`src/rtl/rbc_pkg.sv`:
```
package rbc_pkg;

  typedef enum logic [2:0] {
    ST_IDLE,
    ST_SYNC,
    ST_RUN,
    ST_DONE,
    ST_SWAP_CMD,
    ST_SWAP_WAIT,
    ST_RESTART,
    ST_ROLL
  } rbc_state_e;

  // control -> datapath strobes
  typedef struct packed {
    logic loadInstr;
    logic syncEn;
    logic clrRun;
    logic runCount;
    logic mergeFlags;
    logic clrFlags;
    logic startSwap;
    logic togEn;
    logic swapOk;
    logic swapFail;
    logic clrWait;
    logic waitCount;
    logic clrRst;
    logic rstCount;
  } rbc_strobe_t;

endpackage

```
`src/rtl/rbc_datapath.sv`:
```
module rbc_datapath
  import rbc_pkg::*;
#(
  parameter int NUM_UNITS   = 4,
  parameter int NUM_CHK     = 2,
  parameter int ADDR_W      = 12,
  parameter int CPL_TIMEOUT = 12,
  parameter int SW_WAIT     = 6,
  parameter int RST_CYC     = 4
) (
  input  logic                   clk,
  input  logic                   rstN,
  input  rbc_strobe_t            strb,
  input  logic [2*NUM_UNITS-1:0] instrWord,
  input  logic                   rbLoad,
  input  logic [ADDR_W-1:0]      rbAddrIn,
  input  logic [NUM_UNITS-1:0]   unitComplete,
  input  logic [NUM_UNITS-1:0]   unitActive,
  input  logic [NUM_UNITS-1:0]   unitFault,
  input  logic [NUM_CHK-1:0]     chkErr,
  input  logic [NUM_UNITS-1:0]   swStatus,
  output logic                   dpFault,
  output logic                   dpRepeat,
  output logic                   dpDone,
  output logic                   swChanged,
  output logic                   swExpired,
  output logic                   rstExpired,
  output logic [NUM_UNITS-1:0]   syncOut,
  output logic [NUM_UNITS-1:0]   swToggle,
  output logic [ADDR_W-1:0]      rollAddr,
  output logic                   replaceFail
);

  localparam int IW = 2 * NUM_UNITS;
  localparam int UW = (NUM_UNITS > 1) ? $clog2(NUM_UNITS) : 1;
  localparam int TW = $clog2(CPL_TIMEOUT + 1);
  localparam int WW = $clog2(SW_WAIT + 1);
  localparam int RW = $clog2(RST_CYC + 1);
  localparam logic [TW-1:0] T_LAST = TW'(CPL_TIMEOUT - 1);
  localparam logic [WW-1:0] W_LAST = WW'(SW_WAIT - 1);
  localparam logic [RW-1:0] R_LAST = RW'(RST_CYC - 1);

  logic [IW-1:0]        instrReg;
  logic [ADDR_W-1:0]    rbReg;
  logic [NUM_UNITS-1:0] seenReg;
  logic [NUM_UNITS-1:0] flags;
  logic [TW-1:0]        runCnt;
  logic [WW-1:0]        waitCnt;
  logic [RW-1:0]        rstCnt;
  logic [UW-1:0]        swapIdx;
  logic                 swSnap;
  logic                 failReg;

  logic [NUM_UNITS-1:0] cplMask, actMask;
  logic [NUM_UNITS-1:0] cplSoFar, missing, chkVec, faultVec, repeatVec;
  logic                 chkHit, unattr, cplNow, timeoutHit;
  logic [UW-1:0]        nextIdx;

  function automatic logic [UW-1:0] firstIdx(input logic [NUM_UNITS-1:0] v);
    logic [UW-1:0] idx;
    idx = '0;
    for (int i = NUM_UNITS - 1; i >= 0; i--) begin
      if (v[i]) idx = UW'(i);
    end
    return idx;
  endfunction

  function automatic logic [NUM_UNITS-1:0] idxMask(input logic [UW-1:0] idx);
    logic [NUM_UNITS-1:0] m;
    m = '0;
    for (int i = 0; i < NUM_UNITS; i++) begin
      if (idx == UW'(i)) m[i] = 1'b1;
    end
    return m;
  endfunction

  assign cplMask  = instrReg[NUM_UNITS-1:0];
  assign actMask  = instrReg[IW-1:NUM_UNITS];
  assign cplSoFar = (seenReg | unitComplete) & cplMask;
  assign cplNow   = (cplSoFar == cplMask);
  assign missing  = cplMask & ~cplSoFar;

  assign chkHit = |chkErr;
  assign unattr = chkHit && (actMask == '0);
  assign chkVec = (chkHit && !unattr) ? idxMask(firstIdx(actMask)) : '0;

  assign timeoutHit = (runCnt == T_LAST) && !cplNow;

  assign faultVec = unitFault
                  | (unitActive & ~actMask)
                  | (unitComplete & ~cplMask)
                  | chkVec
                  | (timeoutHit ? missing : '0);

  assign repeatVec = faultVec & flags;
  assign nextIdx   = firstIdx(repeatVec);

  assign dpFault    = (|faultVec) || unattr;
  assign dpRepeat   = |repeatVec;
  assign dpDone     = cplNow;
  assign swChanged  = (swStatus[swapIdx] != swSnap);
  assign swExpired  = (waitCnt == W_LAST);
  assign rstExpired = (rstCnt == R_LAST);

  assign syncOut     = strb.syncEn ? cplMask : '0;
  assign swToggle    = strb.togEn ? idxMask(swapIdx) : '0;
  assign rollAddr    = rbReg;
  assign replaceFail = failReg;

  always_ff @(posedge clk or negedge rstN) begin
    if (!rstN) begin
      instrReg <= '0;
      rbReg    <= '0;
    end else begin
      if (strb.loadInstr) instrReg <= instrWord;
      if (rbLoad)         rbReg    <= rbAddrIn;
    end
  end

  // completion tracking and execution timer
  always_ff @(posedge clk or negedge rstN) begin
    if (!rstN) begin
      seenReg <= '0;
      runCnt  <= '0;
    end else if (strb.clrRun) begin
      seenReg <= '0;
      runCnt  <= '0;
    end else if (strb.runCount) begin
      seenReg <= seenReg | (unitComplete & cplMask);
      if (runCnt != T_LAST) runCnt <= runCnt + 1'b1;
    end
  end

  // per-unit "faulted since last clean completion" flags
  always_ff @(posedge clk or negedge rstN) begin
    if (!rstN) begin
      flags <= '0;
    end else if (strb.clrFlags) begin
      flags <= '0;
    end else if (strb.mergeFlags) begin
      flags <= flags | faultVec;
    end else if (strb.swapOk) begin
      flags <= flags & ~idxMask(swapIdx);
    end
  end

  // power-switch replacement
  always_ff @(posedge clk or negedge rstN) begin
    if (!rstN) begin
      swapIdx <= '0;
      swSnap  <= 1'b0;
      waitCnt <= '0;
      failReg <= 1'b0;
    end else begin
      if (strb.startSwap) begin
        swapIdx <= nextIdx;
        swSnap  <= swStatus[nextIdx];
      end
      if (strb.clrWait) waitCnt <= '0;
      else if (strb.waitCount && waitCnt != W_LAST) waitCnt <= waitCnt + 1'b1;
      if (strb.swapFail) failReg <= 1'b1;
    end
  end

  // restart hold timer
  always_ff @(posedge clk or negedge rstN) begin
    if (!rstN) rstCnt <= '0;
    else if (strb.clrRst) rstCnt <= '0;
    else if (strb.rstCount && rstCnt != R_LAST) rstCnt <= rstCnt + 1'b1;
  end


  one_toggle_chk: assert property (@(posedge clk) disable iff (!rstN)
    $onehot0(swToggle));


  run_bound_chk: assert property (@(posedge clk) disable iff (!rstN)
    strb.runCount |-> (runCnt <= T_LAST));


  fail_sticky_chk: assert property (@(posedge clk) disable iff (!rstN)
    failReg |=> failReg);

endmodule

```
`src/rtl/rbc_ctrl.sv`:
```
module rbc_ctrl
  import rbc_pkg::*;
(
  input  logic        clk,
  input  logic        rstN,
  input  logic        instrValid,
  input  logic        powerGlitch,
  input  logic        dpFault,
  input  logic        dpRepeat,
  input  logic        dpDone,
  input  logic        swChanged,
  input  logic        swExpired,
  input  logic        rstExpired,
  output rbc_strobe_t strb,
  output logic        ready,
  output logic        instrDone,
  output logic        rollbackReq,
  output logic        rstAll
);

  rbc_state_e state, nextState;

  always_ff @(posedge clk or negedge rstN) begin
    if (!rstN) state <= ST_IDLE;
    else       state <= nextState;
  end

  always_comb begin
    nextState = state;
    strb      = '0;
    strb.syncEn = (state == ST_SYNC);
    strb.togEn  = (state == ST_SWAP_CMD);
    case (state)
      ST_IDLE: begin
        if (instrValid) begin
          strb.loadInstr = 1'b1;
          nextState = ST_SYNC;
        end
      end
      ST_SYNC: begin
        strb.clrRun = 1'b1;
        nextState = ST_RUN;
      end
      ST_RUN: begin
        strb.runCount = 1'b1;
        if (dpFault) begin
          strb.mergeFlags = 1'b1;
          if (dpRepeat) begin
            strb.startSwap = 1'b1;
            nextState = ST_SWAP_CMD;
          end else begin
            nextState = ST_ROLL;
          end
        end else if (dpDone) begin
          strb.clrFlags = 1'b1;
          nextState = ST_DONE;
        end
      end
      ST_DONE:     nextState = ST_IDLE;
      ST_SWAP_CMD: begin
        strb.clrWait = 1'b1;
        nextState = ST_SWAP_WAIT;
      end
      ST_SWAP_WAIT: begin
        strb.waitCount = 1'b1;
        if (swChanged) begin
          strb.swapOk = 1'b1;
          nextState = ST_ROLL;
        end else if (swExpired) begin
          strb.swapFail = 1'b1;
          nextState = ST_ROLL;
        end
      end
      ST_RESTART: begin
        strb.rstCount = 1'b1;
        if (rstExpired) nextState = ST_ROLL;
      end
      ST_ROLL:  nextState = ST_IDLE;
      default:  nextState = ST_IDLE;
    endcase
    // a system-wide transient overrides any sequence in progress
    if (powerGlitch) begin
      strb.loadInstr  = 1'b0;
      strb.mergeFlags = 1'b0;
      strb.startSwap  = 1'b0;
      strb.swapOk     = 1'b0;
      strb.swapFail   = 1'b0;
      strb.clrRst     = 1'b1;
      strb.clrFlags   = 1'b1;
      nextState = ST_RESTART;
    end
  end

  assign ready       = (state == ST_IDLE);
  assign instrDone   = (state == ST_DONE);
  assign rollbackReq = (state == ST_ROLL);
  assign rstAll      = (state == ST_ROLL) || (state == ST_RESTART);


  sync_pulse_chk: assert property (@(posedge clk) disable iff (!rstN)
    strb.syncEn |=> !strb.syncEn);


  roll_idle_chk: assert property (@(posedge clk) disable iff (!rstN)
    (rollbackReq && !powerGlitch) |=> ready);


  done_idle_chk: assert property (@(posedge clk) disable iff (!rstN)
    (instrDone && !powerGlitch) |=> ready);

endmodule

```
`src/rtl/rbc_top.sv`:
```
module rbc_top
  import rbc_pkg::*;
#(
  parameter int NUM_UNITS   = 4,
  parameter int NUM_CHK     = 2,
  parameter int ADDR_W      = 12,
  parameter int CPL_TIMEOUT = 12,
  parameter int SW_WAIT     = 6,
  parameter int RST_CYC     = 4
) (
  input  logic                   clk,
  input  logic                   rstN,
  input  logic                   instrValid,
  input  logic [2*NUM_UNITS-1:0] instrWord,
  output logic                   ready,
  input  logic                   rbLoad,
  input  logic [ADDR_W-1:0]      rbAddrIn,
  input  logic                   powerGlitch,
  input  logic [NUM_UNITS-1:0]   unitComplete,
  input  logic [NUM_UNITS-1:0]   unitActive,
  input  logic [NUM_UNITS-1:0]   unitFault,
  input  logic [NUM_CHK-1:0]     chkErr,
  input  logic [NUM_UNITS-1:0]   swStatus,
  output logic [NUM_UNITS-1:0]   syncOut,
  output logic [NUM_UNITS-1:0]   unitRst,
  output logic [NUM_UNITS-1:0]   swToggle,
  output logic                   rollbackReq,
  output logic [ADDR_W-1:0]      rollAddr,
  output logic                   instrDone,
  output logic                   replaceFail
);

  rbc_strobe_t strb;
  logic dpFault, dpRepeat, dpDone, swChanged, swExpired, rstExpired, rstAll;

  rbc_ctrl u_ctrl (
    .clk(clk), .rstN(rstN), .instrValid(instrValid), .powerGlitch(powerGlitch),
    .dpFault(dpFault), .dpRepeat(dpRepeat), .dpDone(dpDone),
    .swChanged(swChanged), .swExpired(swExpired), .rstExpired(rstExpired),
    .strb(strb), .ready(ready), .instrDone(instrDone),
    .rollbackReq(rollbackReq), .rstAll(rstAll)
  );

  rbc_datapath #(
    .NUM_UNITS(NUM_UNITS), .NUM_CHK(NUM_CHK), .ADDR_W(ADDR_W),
    .CPL_TIMEOUT(CPL_TIMEOUT), .SW_WAIT(SW_WAIT), .RST_CYC(RST_CYC)
  ) u_dp (
    .clk(clk), .rstN(rstN), .strb(strb), .instrWord(instrWord),
    .rbLoad(rbLoad), .rbAddrIn(rbAddrIn),
    .unitComplete(unitComplete), .unitActive(unitActive), .unitFault(unitFault),
    .chkErr(chkErr), .swStatus(swStatus),
    .dpFault(dpFault), .dpRepeat(dpRepeat), .dpDone(dpDone),
    .swChanged(swChanged), .swExpired(swExpired), .rstExpired(rstExpired),
    .syncOut(syncOut), .swToggle(swToggle), .rollAddr(rollAddr),
    .replaceFail(replaceFail)
  );

  assign unitRst = {NUM_UNITS{rstAll}};


  roll_reset_chk: assert property (@(posedge clk) disable iff (!rstN)
    rollbackReq |-> (&unitRst));


  fail_with_roll_chk: assert property (@(posedge clk) disable iff (!rstN)
    $rose(replaceFail) |-> rollbackReq);


  busy_ignore_chk: assert property (@(posedge clk) disable iff (!rstN)
    (!ready && instrValid) |=> (syncOut == '0));

endmodule

```
`config.mk`:
```
export PLATFORM = sky130hd
export DESIGN_NAME = rbc_top
export DESIGN_NICKNAME = d
export VERILOG_FILES = /design/src/rtl/rbc_pkg.sv /design/src/rtl/rbc_datapath.sv /design/src/rtl/rbc_ctrl.sv /design/src/rtl/rbc_top.sv
export SDC_FILE = /design/constraint.sdc
export NUM_CORES = 1
export LEC_CHECK = 0
export ABC_AREA = 1
export BUFFER_PORTS_ARGS = -buffer_cell sky130_fd_sc_hd__clkbuf_2
export CORE_MARGIN = 10
export CORE_UTILIZATION = 53
export CTS_CLUSTER_SIZE = 28
export DETAILED_ROUTE_END_ITERATION = 16
export PLACE_DENSITY_LB_ADDON = 0.3
export SYNTH_ARGS = -nofsm -noshare
export SYNTH_HDL_FRONTEND = slang
export SYNTH_SLANG_ARGS = --single-unit
```
`constraint.sdc`:
```
create_clock -name clk -period 2.1 [get_ports clk]
set_input_delay 0.105 -clock clk [delete_from_list [all_inputs] [get_ports clk]]
set_output_delay 0.105 -clock clk [all_outputs]
set_load 0.02 [all_outputs]
```
After elaboration in Yosys (flattened, before gate mapping)
Cells that the tools add are included.
{ "totals": {"regBits": 45, "in_bits": 43, "elab_cells": 160} }
{ "classes": {"addsub": 3, "magnitude_cmp": 2, "n_eq_ne": 25, "n_mux": 77, "bitwise_logic": 18, "reduce_logical": 24} }
{ "op_table": {"columns": ["op", "n"], "rows": [
  ["two-way mux 4 bit", 13],
  ["two-way mux 1 bit", 38],
  ["two-way mux 3 bit", 12],
  ["AND 4 bit", 7],
  ["bitwise OR 4 bit", 7],
  ["two-way mux 2 bit", 11],
  ["case mux 3 bit (7 select lines)", 1],
  ["inverter 4 bit", 4],
  ["== test 3 bit, second input constant", 5],
  ["== test 3 x 2 -> 1 bit, second input constant", 3],
  ["== test 2 bit, second input constant", 4],
  ["!= test 4 bit, second input constant", 2],
  ["nonzero test 2 bit", 4],
  ["OR reduction 4 bit", 2],
  ["adder 3 x 1 -> 3 bit, second input constant", 2],
  ["< comparator 2 x 3 -> 1 bit, second input constant", 2],
  ["!= test 3 x 2 -> 1 bit, second input constant", 2],
  ["!= test 3 bit, second input constant", 2],
  ["logical AND 1 bit", 5],
  ["adder 4 x 1 -> 4 bit, second input constant", 1],
  ["binary-select mux 1 bit (select 2 bit)", 2],
  ["== test 2 x 1 -> 1 bit, second input constant", 2],
  ["== test 4 bit", 1],
  ["== test 4 bit, second input constant", 1],
  ["other kinds (12)", 16]
]} }

Logic depth before layout (Yosys ltp)
Gate-level depths: netlist (run 1).
{ "depth": {"word_depth": 22, "depth_mapped": 15} }

Cells and area by module
Synthesis (run 1) repeated with hierarchy kept, for this count alone.
{ "unflattened": {"cells_unflattened": 341, "hier_area_um2": 2712.6} }
{ "by_module_without_submodules": {"columns": ["module", "n_inst", "cells_each", "area_per_inst_um2"], "rows": [
  ["rbc_datapath", 1, 265, 2227.1],
  ["rbc_ctrl", 1, 72, 455.4],
  ["rbc_top", 1, 4, 30.0]
]} }

Worst setup path after synthesis (run 1)
OpenSTA, ideal clock, no wires.
{ "synth_path": {"path_kind": "reg2reg", "from": "register u_dp.runCnt[0]", "to": "register u_dp.flags[0]", "setup_ps": 122, "t_arrival_ps": 1621, "path_slack_ps": 357, "stages_incl_launch_ff": 12, "synth_period_minus_slack_ps": 1743, "path_cell_list": "dfrtp_1 ha_1 nand3_2 inv_1 nand3_1 nand3_2 nor3_4 nand3_1 nand2_2 inv_1 nand3_1 o21ai_1"} }
{ "synth_between": {"elab_chain_cells": 11, "elab_cells_between_ends": 14, "classes_between": "1 x eq/ne; 7 x mux; 2 x bitwise; 4 x reduce/logical"} }
{ "synth_lines": {"columns": ["element", "line_no", "source"], "rows": [
  ["start: declaration", "rbc_datapath.sv:47", "logic [TW-1:0] runCnt;"],
  ["start signal: assignment", "rbc_datapath.sv:130", "if (runCnt != T_LAST) runCnt <= runCnt + 1'b1;"],
  ["== test 4 bit *", "rbc_datapath.sv:87", "assign timeoutHit = (runCnt == T_LAST) && !cplNow;"],
  ["logical AND 1 bit *", "rbc_datapath.sv:87", null],
  ["two-way mux 4 bit *", "rbc_datapath.sv:93", "| (timeoutHit ? missing : '0);"],
  ["bitwise OR 4 bit *", "rbc_datapath.sv:93", null],
  ["OR reduction 4 bit", "rbc_datapath.sv:98", "assign dpFault = (|faultVec) || unattr;"],
  ["logical OR 1 bit", "rbc_datapath.sv:98", null],
  ["two-way mux 1 bit", "rbc_ctrl.sv:46", "if (dpFault) begin"],
  ["two-way mux 4 bit", "rbc_ctrl.sv:33", "case (state)"],
  ["two-way mux 3 bit", "rbc_ctrl.sv:82", "if (powerGlitch) begin"],
  ["two-way mux 4 bit", "rbc_datapath.sv:140", "end else if (strb.mergeFlags) begin"],
  ["two-way mux 4 bit", "rbc_datapath.sv:138", "end else if (strb.clrFlags) begin"],
  ["end signal: assignment", "rbc_datapath.sv:141", "flags <= flags | faultVec;"],
  ["end signal: assignment", "rbc_datapath.sv:143", "flags <= flags & ~idxMask(swapIdx);"],
  ["end: declaration", "rbc_datapath.sv:46", "logic [NUM_UNITS-1:0] flags;"]
]} }
Mark *: on every way between the ends. The rest lies on a longest branch, timed or not.
A chain may end at the register's enable or synchronous reset.

Final worst setup path (run 1)
{ "layout_path": {"from": "register u_dp.runCnt[0]", "to": "register u_dp.swSnap"} }
{ "layout_between": {"elab_chain_cells": 11, "elab_cells_between_ends": 18, "classes_between": "1 x eq/ne; 11 x mux; 2 x bitwise; 4 x reduce/logical"} }
{ "layout_lines": {"columns": ["element", "line_no", "source"], "rows": [
  ["== test 4 bit *", "rbc_datapath.sv:87", null],
  ["logical AND 1 bit *", "rbc_datapath.sv:87", null],
  ["two-way mux 4 bit *", "rbc_datapath.sv:93", null],
  ["bitwise OR 4 bit *", "rbc_datapath.sv:93", null],
  ["AND 4 bit", "rbc_datapath.sv:95", "assign repeatVec = faultVec & flags;"],
  ["two-way mux 2 bit (4 in series)", "rbc_datapath.sv:63", "if (v[i]) idx = UW'(i);"],
  ["binary-select mux 1 bit (select 2 bit)", "rbc_datapath.sv:157", "swSnap <= swStatus[nextIdx];"],
  ["two-way mux 1 bit (implied by the code)", "rbc_datapath.sv:157", null],
  ["end signal: assignment", "rbc_datapath.sv:157", null],
  ["end: declaration", "rbc_datapath.sv:51", "logic swSnap;"]
]} }
Mark *: on every way between the ends. The rest lies on a longest branch, timed or not. The select of a mux whose other input is x is not followed.

==> results of run 1 <==
[per-stage QoR]
stage                     utilization  power, uW  setup slack [ns]
after global placement          0.637       2800             0.190
final                           0.662       3390             0.168
after global routing            0.662       3700           0.00296
after floorplan                     -       2510             0.357
after detailed placement        0.637       2860             0.146
after CTS                       0.660       3420             0.128
[cell families (layout without fill, tap and decap cells)]
family / count (synthesis) / after routing / share of synthesized area
multiplexers: 13 / 13 / 0.0559
XOR/XNOR: 1 / 1 / 0.00622
AO/OA/AOI/OAI: 45 / 45 / 0.105
AND/OR/NAND/NOR: 159 / 159 / 0.291
buffers and inverters: 57 / 131 / 0.0884
adder cells (fa/ha/maj): 5 / 5 / 0.0239
flip-flops: 45 / 45 / 0.430
[report_power, final]
part,switching (uW),internal [uW],total [uW]
registers,240,1130,1370
clock network,321,236,557
logic,941,528,1470
[per-layer routing]
layer,global-route usage,up-vias,routed length (um)
met3,0.0399,6,289
met5,0,-,0
met2,0.263,60,2920
li1,-,1196,-
met1,0.183,1056,2780
met4,0.0517,0,82
[flip-flops by register name, indices dropped and copies added, names as in the netlist]
register,cells
u_dp.flags,4
u_dp.rollAddr,12
u_dp.seenReg,4
u_dp.swapIdx,2
u_dp.instrReg,8
u_ctrl.state,3
u_dp.waitCnt,3
u_dp.swSnap,1
u_dp.runCnt,4
u_dp.replaceFail,1
u_dp.rstCnt,3
[placed cells by master, fill, tap and decap left out]
cell type	n
sky130_fd_sc_hd__buf_4	4
sky130_fd_sc_hd__a21oi_1	19
sky130_fd_sc_hd__a32o_1	4
sky130_fd_sc_hd__o21ai_1	5
sky130_fd_sc_hd__nor2_1	42
sky130_fd_sc_hd__inv_2	4
sky130_fd_sc_hd__inv_1	43
sky130_fd_sc_hd__o21ai_0	11
sky130_fd_sc_hd__nor3_4	2
sky130_fd_sc_hd__nand3_1	21
sky130_fd_sc_hd__clkinv_4	2
sky130_fd_sc_hd__nor2_8	1
sky130_fd_sc_hd__clkbuf_8	5
sky130_fd_sc_hd__nand2_4	2
sky130_fd_sc_hd__nand2_1	64
sky130_fd_sc_hd__nor3b_1	1
sky130_fd_sc_hd__nor3_1	8
sky130_fd_sc_hd__o21ai_2	1
sky130_fd_sc_hd__dfrtp_1	45
sky130_fd_sc_hd__ha_1	5
sky130_fd_sc_hd__a211oi_1	1
sky130_fd_sc_hd__o21ai_4	1
sky130_fd_sc_hd__nand4_2	1
sky130_fd_sc_hd__nand3b_1	1
sky130_fd_sc_hd__o31ai_1	1
sky130_fd_sc_hd__nand3_2	3
sky130_fd_sc_hd__nor2_2	4
sky130_fd_sc_hd__nand4_1	6
sky130_fd_sc_hd__nand3_4	1
sky130_fd_sc_hd__clkinv_2	1
sky130_fd_sc_hd__nand2_2	2
sky130_fd_sc_hd__a41o_1	1
sky130_fd_sc_hd__mux2_2	13
sky130_fd_sc_hd__dlygate4sd3_1	2
sky130_fd_sc_hd__a21oi_2	1
sky130_fd_sc_hd__xor2_2	1
sky130_fd_sc_hd__clkbuf_2	70
[worst max path at each step]
stage / startpoint / to / depth (start not counted)
after floorplan: u_dp.runCnt[0]$_DFFE_PN0P_ / u_dp.flags[0]$_DFFE_PN0P_ / 11
after global placement: u_dp.runCnt[0]$_DFFE_PN0P_ / u_dp.flags[0]$_DFFE_PN0P_ / 11
after detailed placement: u_dp.runCnt[0]$_DFFE_PN0P_ / u_dp.flags[0]$_DFFE_PN0P_ / 11
after CTS: u_dp.runCnt[0]$_DFFE_PN0P_ / u_dp.flags[0]$_DFFE_PN0P_ / 12
after global routing: u_dp.runCnt[0]$_DFFE_PN0P_ / u_dp.swSnap$_DFFE_PN0P_ / 13
final: u_dp.runCnt[0]$_DFFE_PN0P_ / u_dp.swSnap$_DFFE_PN0P_ / 13
[area by class of cell]
cell class                 instances  area share
sequential                        45       0.358
multi-input combinational        223       0.403
inverter                          47      0.0561
timing repair buffer              76       0.127
tap                               67      0.0267
clock inverter                     3     0.00716
clock buffer                       5      0.0219
[repair_timing]
action | in CTS | in global routing
setup buffers | 0 | 0
hold buffers | 2 | 0
endpoints found under the hold margin | 46 | 0
endpoints found under the setup margin | 0 | 5
resized for setup | 0 | 2
==> results summary, run 1 <==
VDD sags by at most around 670 uV. The floorplan step set the die height to 90.3 um. Measured against its own limit, the worst slew margin works out to 0.621. The number of fillers in the final layout is 455. Across the routed clock network, the largest skew measured is 0.0126 ns. The later pin in the worst-skew pair is clocked with a latency of 0.31 ns.

The clock buffer count from CTS is 5. The kind of start point of the critical path is a register. The number of global-route vias before repair came out at ~2.4k. The flip-flop and latch area is 1130 um2. For this run, the slowest stage of the critical path takes about 0.40 ns. The number of sinks handled by clock tree synthesis came out at 45.

The detailed-route vias per instance came out at 4.97. For hold timing, the worst endpoint is u_dp.rollAddr[6]$_DFFE_PN0P_. The post-route antenna net violation count is 0. The worst-margin pin slew is ~0.57 ns. Detailed placement finished with a half-perimeter wire length of slightly below 5000 um.

The number of warning messages in the yosys log is 0. Setup repair after global routing left no endpoint under its margin. In this run the worst hold path is classified as input pin to register. The net count of the finished layout is 446.

The die area is about 8100 um2. The async set-reset flop share out of synthesis came out at 1.00. The count of non-filler cells in the finished layout came out at 466. The first global-routing pass estimated 10600 um of wire. The maximum fanout count along the critical path came out at 4. By instance count, the cell type seen most on the critical path is sky130_fd_sc_hd__nand2_1. The final setup violation count is 0. The count of buffers inserted at the top-level ports came out at 70. The detailed-routing iteration count for the pre-antenna-repair pass came out at 5. The total overflow reported by the global router is 0. The critical path goes through ha_1 -> nand3_2 -> inv_1 -> nand3_1 -> nand4_2 -> nand2_1 -> nand2_1 -> a21oi_1 -> inv_1 -> nand3_1 -> nand2_1 -> nand2_1 -> nand2_1. The site row count is 25. The slack of the worst reg-to-reg path is 0.17 ns. In this run the most critical hold path is launched from rbAddrIn[6]. The area added between synthesis and finish is 20.2%. The overall routed net length is 6080 um. The dominant cell by count in the synthesized netlist is sky130_fd_sc_hd__nand2_1.

The initial core utilization came out at 0.551. The combined buffer and inverter count along the critical path came out at 2. The critical path in this run is classified as register to register. The floorplan step defined a core boundary enclosing between 4000 and 5000 um2.

The cell count of the worst reg-to-reg path is 13. The synthesized area per cell is 8.05 um2. The initial antenna violation count came out at 0. The detailed router finished its first iteration with 129 violations. The required time at the worst-slack endpoint came out at 2.31 ns. In the routed design, unresolved DRC markers number 0.

The final critical delay including setup and external delays came out at roughly 1.9 ns. Once layout is done, the placed cells without fillers occupy between 3000 and 4000 um2. In this run the critical register-to-register path is launched from u_dp.runCnt[0]$_DFFE_PN0P_. The average wire length per cell after detail routing is approximately 13 um. The summed instance area of the synthesized netlist is 2620 um2. The total power per unit cell area came out at 1080 nW/um2. The final hold slack is 0.0142 ns. The biggest area contributor in the post-synthesis netlist is sky130_fd_sc_hd__dfrtp_1.

By area the synthesized netlist is led by sky130_fd_sc_hd__dfrtp_1 (43%), sky130_fd_sc_hd__nand2_1 (9.3%), sky130_fd_sc_hd__inv_1 (6.2%). Entering global routing, the biggest net connects 46 pins. The count of flip-flops with a built-in enable after synthesis is 0. The clock tree root driver cell is sky130_fd_sc_hd__clkbuf_8. The number of placed instances with taps included is 456. The last weighted congestion value of the routability-driven placer came out at approximately 0.80. The count of different cell masters after synthesis came out at 35. During I/O placement, the number of pins put on the boundary was 71. After technology mapping, the gate count stands at about 330.

The width of the chip came out at 90.3 um. The deepest clock path buffer count came out at 2. Synthesis produced a netlist with a net count of ~370. Counting instances in the post-synthesis netlist gives the leading cell types as sky130_fd_sc_hd__nand2_1 (65), sky130_fd_sc_hd__dfrtp_1 (45), sky130_fd_sc_hd__inv_1 (43), sky130_fd_sc_hd__nor2_1 (42), sky130_fd_sc_hd__nand3_1 (22).

The clock slew seen by the registers of the worst setup and hold paths came out at 0.10 ns. In this run the static leakage power is 0.00166 uW. The cell type group with the largest total delay on the critical path is simple AND/OR/NAND/NOR gates.

The H-tree was split into 2 levels. The all-layer global routing usage came out at 0.154. The count of final hold-check violations is 0. Counting instances, the worst hold path has a depth of 2.

The share of synthesized area in the top cell type comes to 0.430. For this run, the top clock speed supported by timing is 518 MHz. The synthesized flop and latch total came out at 45.

The critical path data arrival time is 2.14 ns. Summing all placed instances gives a cell area of 3030 um2. 0 antenna diodes ended up in the layout. In the final layout, the share of cells above drive strength 1 is 0.298.

In this run the critical register-to-register path is captured at u_dp.swSnap$_DFFE_PN0P_. TritonCTS built the clock tree. The total area of multi-input combinational cells came out at 1270 um2. The final max-slew violation count came out at 0. Among all stages on the critical path, the largest delay is contributed by sky130_fd_sc_hd__dfrtp_1. The primary flip-flop cell chosen by synthesis mapping is sky130_fd_sc_hd__dfrtp_1.

The share of the clock period used by the worst path after layout is 0.920. The total of max-cap violations came out at 0. Of the synthesized area, sequential elements account for 0.430. The total negative setup slack came out at 0 ns. STA classifies the critical path endpoint as a register.

The run finished with clean final reports. Summing over every cut layer, the via total after detailed routing is 2318.
Note: power is estimated with default switching activity, not from simulation.
==> run 2: changes to the inputs <==
- CELL_PAD_IN_SITES_DETAIL_PLACEMENT: default -> 0
- CELL_PAD_IN_SITES_GLOBAL_PLACEMENT: default -> 1
- CORE_UTILIZATION: 53 -> 38
- CTS_CLUSTER_SIZE: 28 -> 30
==> run 2 against run 1 <==
Against the previous run:
- utilization fell by 19 points
- routed wire length grew 7.6%
- fmax is 0.75% higher
- setup slack better by 0.014 ns
- via count rose by 1.4%
- clock power up 19%
- clock skew shrank 0.0012 ns
- critical endpoint is now u_ctrl.state[1]$_DFFE_PN0P_
==> results summary, run 2 (synthesis gave the netlist of run 1 again) <==
The clock slew seen by the registers of the worst setup and hold paths is 0.09 ns (about the same). In this run the critical register-to-register path is launched from u_dp.runCnt[0]$_DFFE_PN0P_. The initial core utilization is 0.387 (-0.163). The number of placed instances with taps included is 471 (+3.3%). The clock latency on the worst-skew pair came out at 0.30 ns (about the same). Setup repair after global routing left no endpoint under its margin. The setup skew after layout came out at 0.0114 ns (-0.00123 ns). The flow ran to the end, and the final reports show no timing, DRC or antenna violations. The remaining design rule violation count is 0 (unchanged). The average wire length per cell after detail routing came out at 13.6 um (+4.5%). The overall routed net length is 6540 um (+7.6%).

The final max-slew violation count is 0 (unchanged). The final critical delay including setup and external delays was 1.92 ns (-0.0144 ns). The placed wire-length estimate was 5420 um (+12%). The fraction of power consumed by the clock network is 0.187 (+0.023). The count of vias placed by the detailed router came out at 2350 (+1.4%).

The ratio of cells with drive above 1 in the final layout came out at 0.303 (+0.00425). The initial DRC count is 73 (-43%). The site row count is 30 (+20%). The worst-margin pin slew was 0.387 ns (-0.182 ns). The number of sinks handled by clock tree synthesis is 45 (unchanged). The sequential fraction of design power is 0.388 (-0.015). The switching part of the total was 0.430 (-0.0131). The maximum fanout count along the critical path is 4 (unchanged). The timing startpoint of the critical path is u_dp.runCnt[0]$_DFFE_PN0P_. TritonCTS built the clock tree. The vertical die dimension came out at 103 um (+14%). Clock tree synthesis selected as its root buffer the cell sky130_fd_sc_hd__clkbuf_8. The total cell area at the placement stage was 3060 um2 (+1.0%). The number of global-route vias before repair is 2371 (-2.1%). The static leakage came out at 0.00167 uW (+0.76%). The share of the core filled with cells in the final layout came out at 0.474 (-0.187). The count of final hold-check violations came to 0 (unchanged). The total negative setup slack is 0 ns (unchanged).

The startpoint identified for the worst hold timing path is powerGlitch. The worst setup slack after placement came out at 0.166 ns (+0.0200 ns). The flip-flop count of the largest register, all copies and words added came to 12 (unchanged). The critical path goes through ha_2 -> nand3_2 -> inv_1 -> nand3_1 -> nand4_4 -> nand2_1 -> nand2_1 -> nor2_1 -> nand2_1 -> nand2_1 -> o21ai_0 -> nand2_1. The peak supply drop came out at 400 uV (-40%). The achievable frequency is 522 MHz (+0.75%). The detailed-routing iteration count for the pre-antenna-repair pass is 6 (+1). The power share of the combinational group is 0.425 (-0.008). The cell with the biggest individual delay on the critical path is sky130_fd_sc_hd__dfrtp_1.

The final setup violation count is 0 (unchanged). The worst hold path belongs to the class input pin to register. The post-route antenna net violation count is 0 (unchanged). The delay contributed by the slowest stage of the critical path was 0.41 ns (about the same). The buffers inserted during post-CTS setup optimization came out at 0 (unchanged). The largest net degree at the start of global routing is 18 (-61%).

The worst setup path is launched from a register. The last weighted congestion value of the routability-driven placer came to 0.809 (+0.60%). The antenna diode instance count is 0 (unchanged).

The type of the worst setup path is register to register. The clock buffer count from CTS came out at 5 (unchanged). The net count reported at finish was 447 (+0.22%). The initial antenna violation count was 0 (unchanged).

The total of max-cap violations is 0 (unchanged). Leaving out fill and tap cells, the most frequent cell in the layout is sky130_fd_sc_hd__clkbuf_2. The count of buffers inserted at the top-level ports is 70 (unchanged). The area of the placeable core is 6760 um2 (+42%). The combined buffer and inverter count along the critical path came out at 1 (-1). The total power per unit cell area is 1110 nW/um2 (+2.5%). The required time at the worst-slack endpoint is 2.34 ns (+0.03 ns). The H-tree depth was 2 (unchanged). The die area is 10600 um2 (+30%). The area added between synthesis and finish is 22.4%. The count of boundary I/O pins is 71 (unchanged). The post-route cell area is 3200 um2 (+1.9%).

The worst setup path is captured at a register. The all-layer global routing usage is 0.132 (-0.0221). The setup slack after layout is 0.183 ns (+0.0144 ns). The detailed-route vias per instance came out at 4.90 (-1.6%). The deepest clock path buffer count came out at 2 (unchanged).

The critical path data arrival time is 2.16 ns (+0.02 ns). The share of the clock period used by the worst path after layout came out at 0.913 (-0.00684). Among the stages of the critical path, the cell type that occurs most often is sky130_fd_sc_hd__nand2_1.

The total overflow reported by the global router came to 0 (unchanged). The internal portion of total power is 2020 uW (+6.8%). In the layout the commonest cells are sky130_fd_sc_hd__clkbuf_2 (70), sky130_fd_sc_hd__nand2_1 (65), sky130_fd_sc_hd__dfrtp_1 (45), sky130_fd_sc_hd__inv_1 (43), sky130_fd_sc_hd__nor2_1 (42). The width of the chip was 103 um (+14%). The wire length of the first global-routing pass is 11100 um (+4.9%). The cell type group with the largest total delay on the critical path is simple AND/OR/NAND/NOR gates.

The power dissipated by switching net loads is 1520 uW (+1.3%). The count of non-filler cells in the finished layout came to 480 (+3.0%). The remaining max-slew budget at the tightest pin came out at 0.742 (+0.120).
## run 2: worst register-to-register path, stage by stage, from the launching register on
cell and delay, ns:
sky130_fd_sc_hd__dfrtp_1 0.41, sky130_fd_sc_hd__ha_2 0.21, sky130_fd_sc_hd__nand3_2 0.08, sky130_fd_sc_hd__inv_1 0.08, sky130_fd_sc_hd__nand3_1 0.13, sky130_fd_sc_hd__nand4_4 0.11, sky130_fd_sc_hd__nand2_1 0.15, sky130_fd_sc_hd__nand2_1 0.11
sky130_fd_sc_hd__nor2_1 0.26, sky130_fd_sc_hd__nand2_1 0.09, sky130_fd_sc_hd__nand2_1 0.09, sky130_fd_sc_hd__o21ai_0 0.08, sky130_fd_sc_hd__nand2_1 0.07
## run 2: what timing repair did
action                     in CTS  in global routing
gates resized for setup         0                  5
setup endpoints to repair       0                  9
hold buffers                    1                  0
hold endpoints to repair       11                  0
## run 2: power groups by stage
| stage | logic (uW) | registers, uW | clock network (uW) |
|---|---|---|---|
| after floorplan | 1160 | 1350 | 0 |
| after global placement | 1480 | 1370 | 0 |
| after detailed placement | 1510 | 1380 | 0 |
| after CTS | 1510 | 1370 | 677 |
| after global routing | 1730 | 1420 | 702 |
| final | 1510 | 1370 | 663 |
## run 2: final timing paths
path | end | slack [ns] | depth (start not counted)
worst max-delay path | u_ctrl.state[1]$_DFFE_PN0P_ | 0.18 | 12
worst min-delay path | u_dp.rstCnt[2]$_DFFE_PN0P_ | 0.008 | 2
worst max register to register | u_ctrl.state[1]$_DFFE_PN0P_ | 0.18 | 12
worst min register to register | u_dp.waitCnt[2]$_DFFE_PN0P_ | 0.48 | 1
max in group asynchronous | u_dp.instrReg[7]$_DFFE_PN0P_ | 1.28 | 3
min in group asynchronous | u_dp.runCnt[1]$_DFFE_PN0P_ | 0.23 | 2
## run 2: final cells by class
cell class	instances	area, um2
sequential	45	1130
inverter	47	176
timing repair buffer	77	405
clock inverter	2	38.8
clock buffer	6	72.6
multi-input combinational	223	1280
tap	80	100
fill	701	3550
## run 2: routing by layer
layer	track usage	routed length (um)	vias to the layer above
met4	0.0353	67	0
met3	0.0328	348	6
met2	0.210	3060	57
li1	-	-	1196
met5	0	0	-
met1	0.173	3070	1091
## run 2: stage by stage
step / hold WS [ns] / power (uW)
2_1_floorplan: -0.191 / 2510
3_3_place_gp: 0.0347 / 2860
3_5_place_dp: 0.0505 / 2890
4_1_cts: 0.00238 / 3550
5_1_grt: 0.00812 / 3860
6_report: 0.00830 / 3540
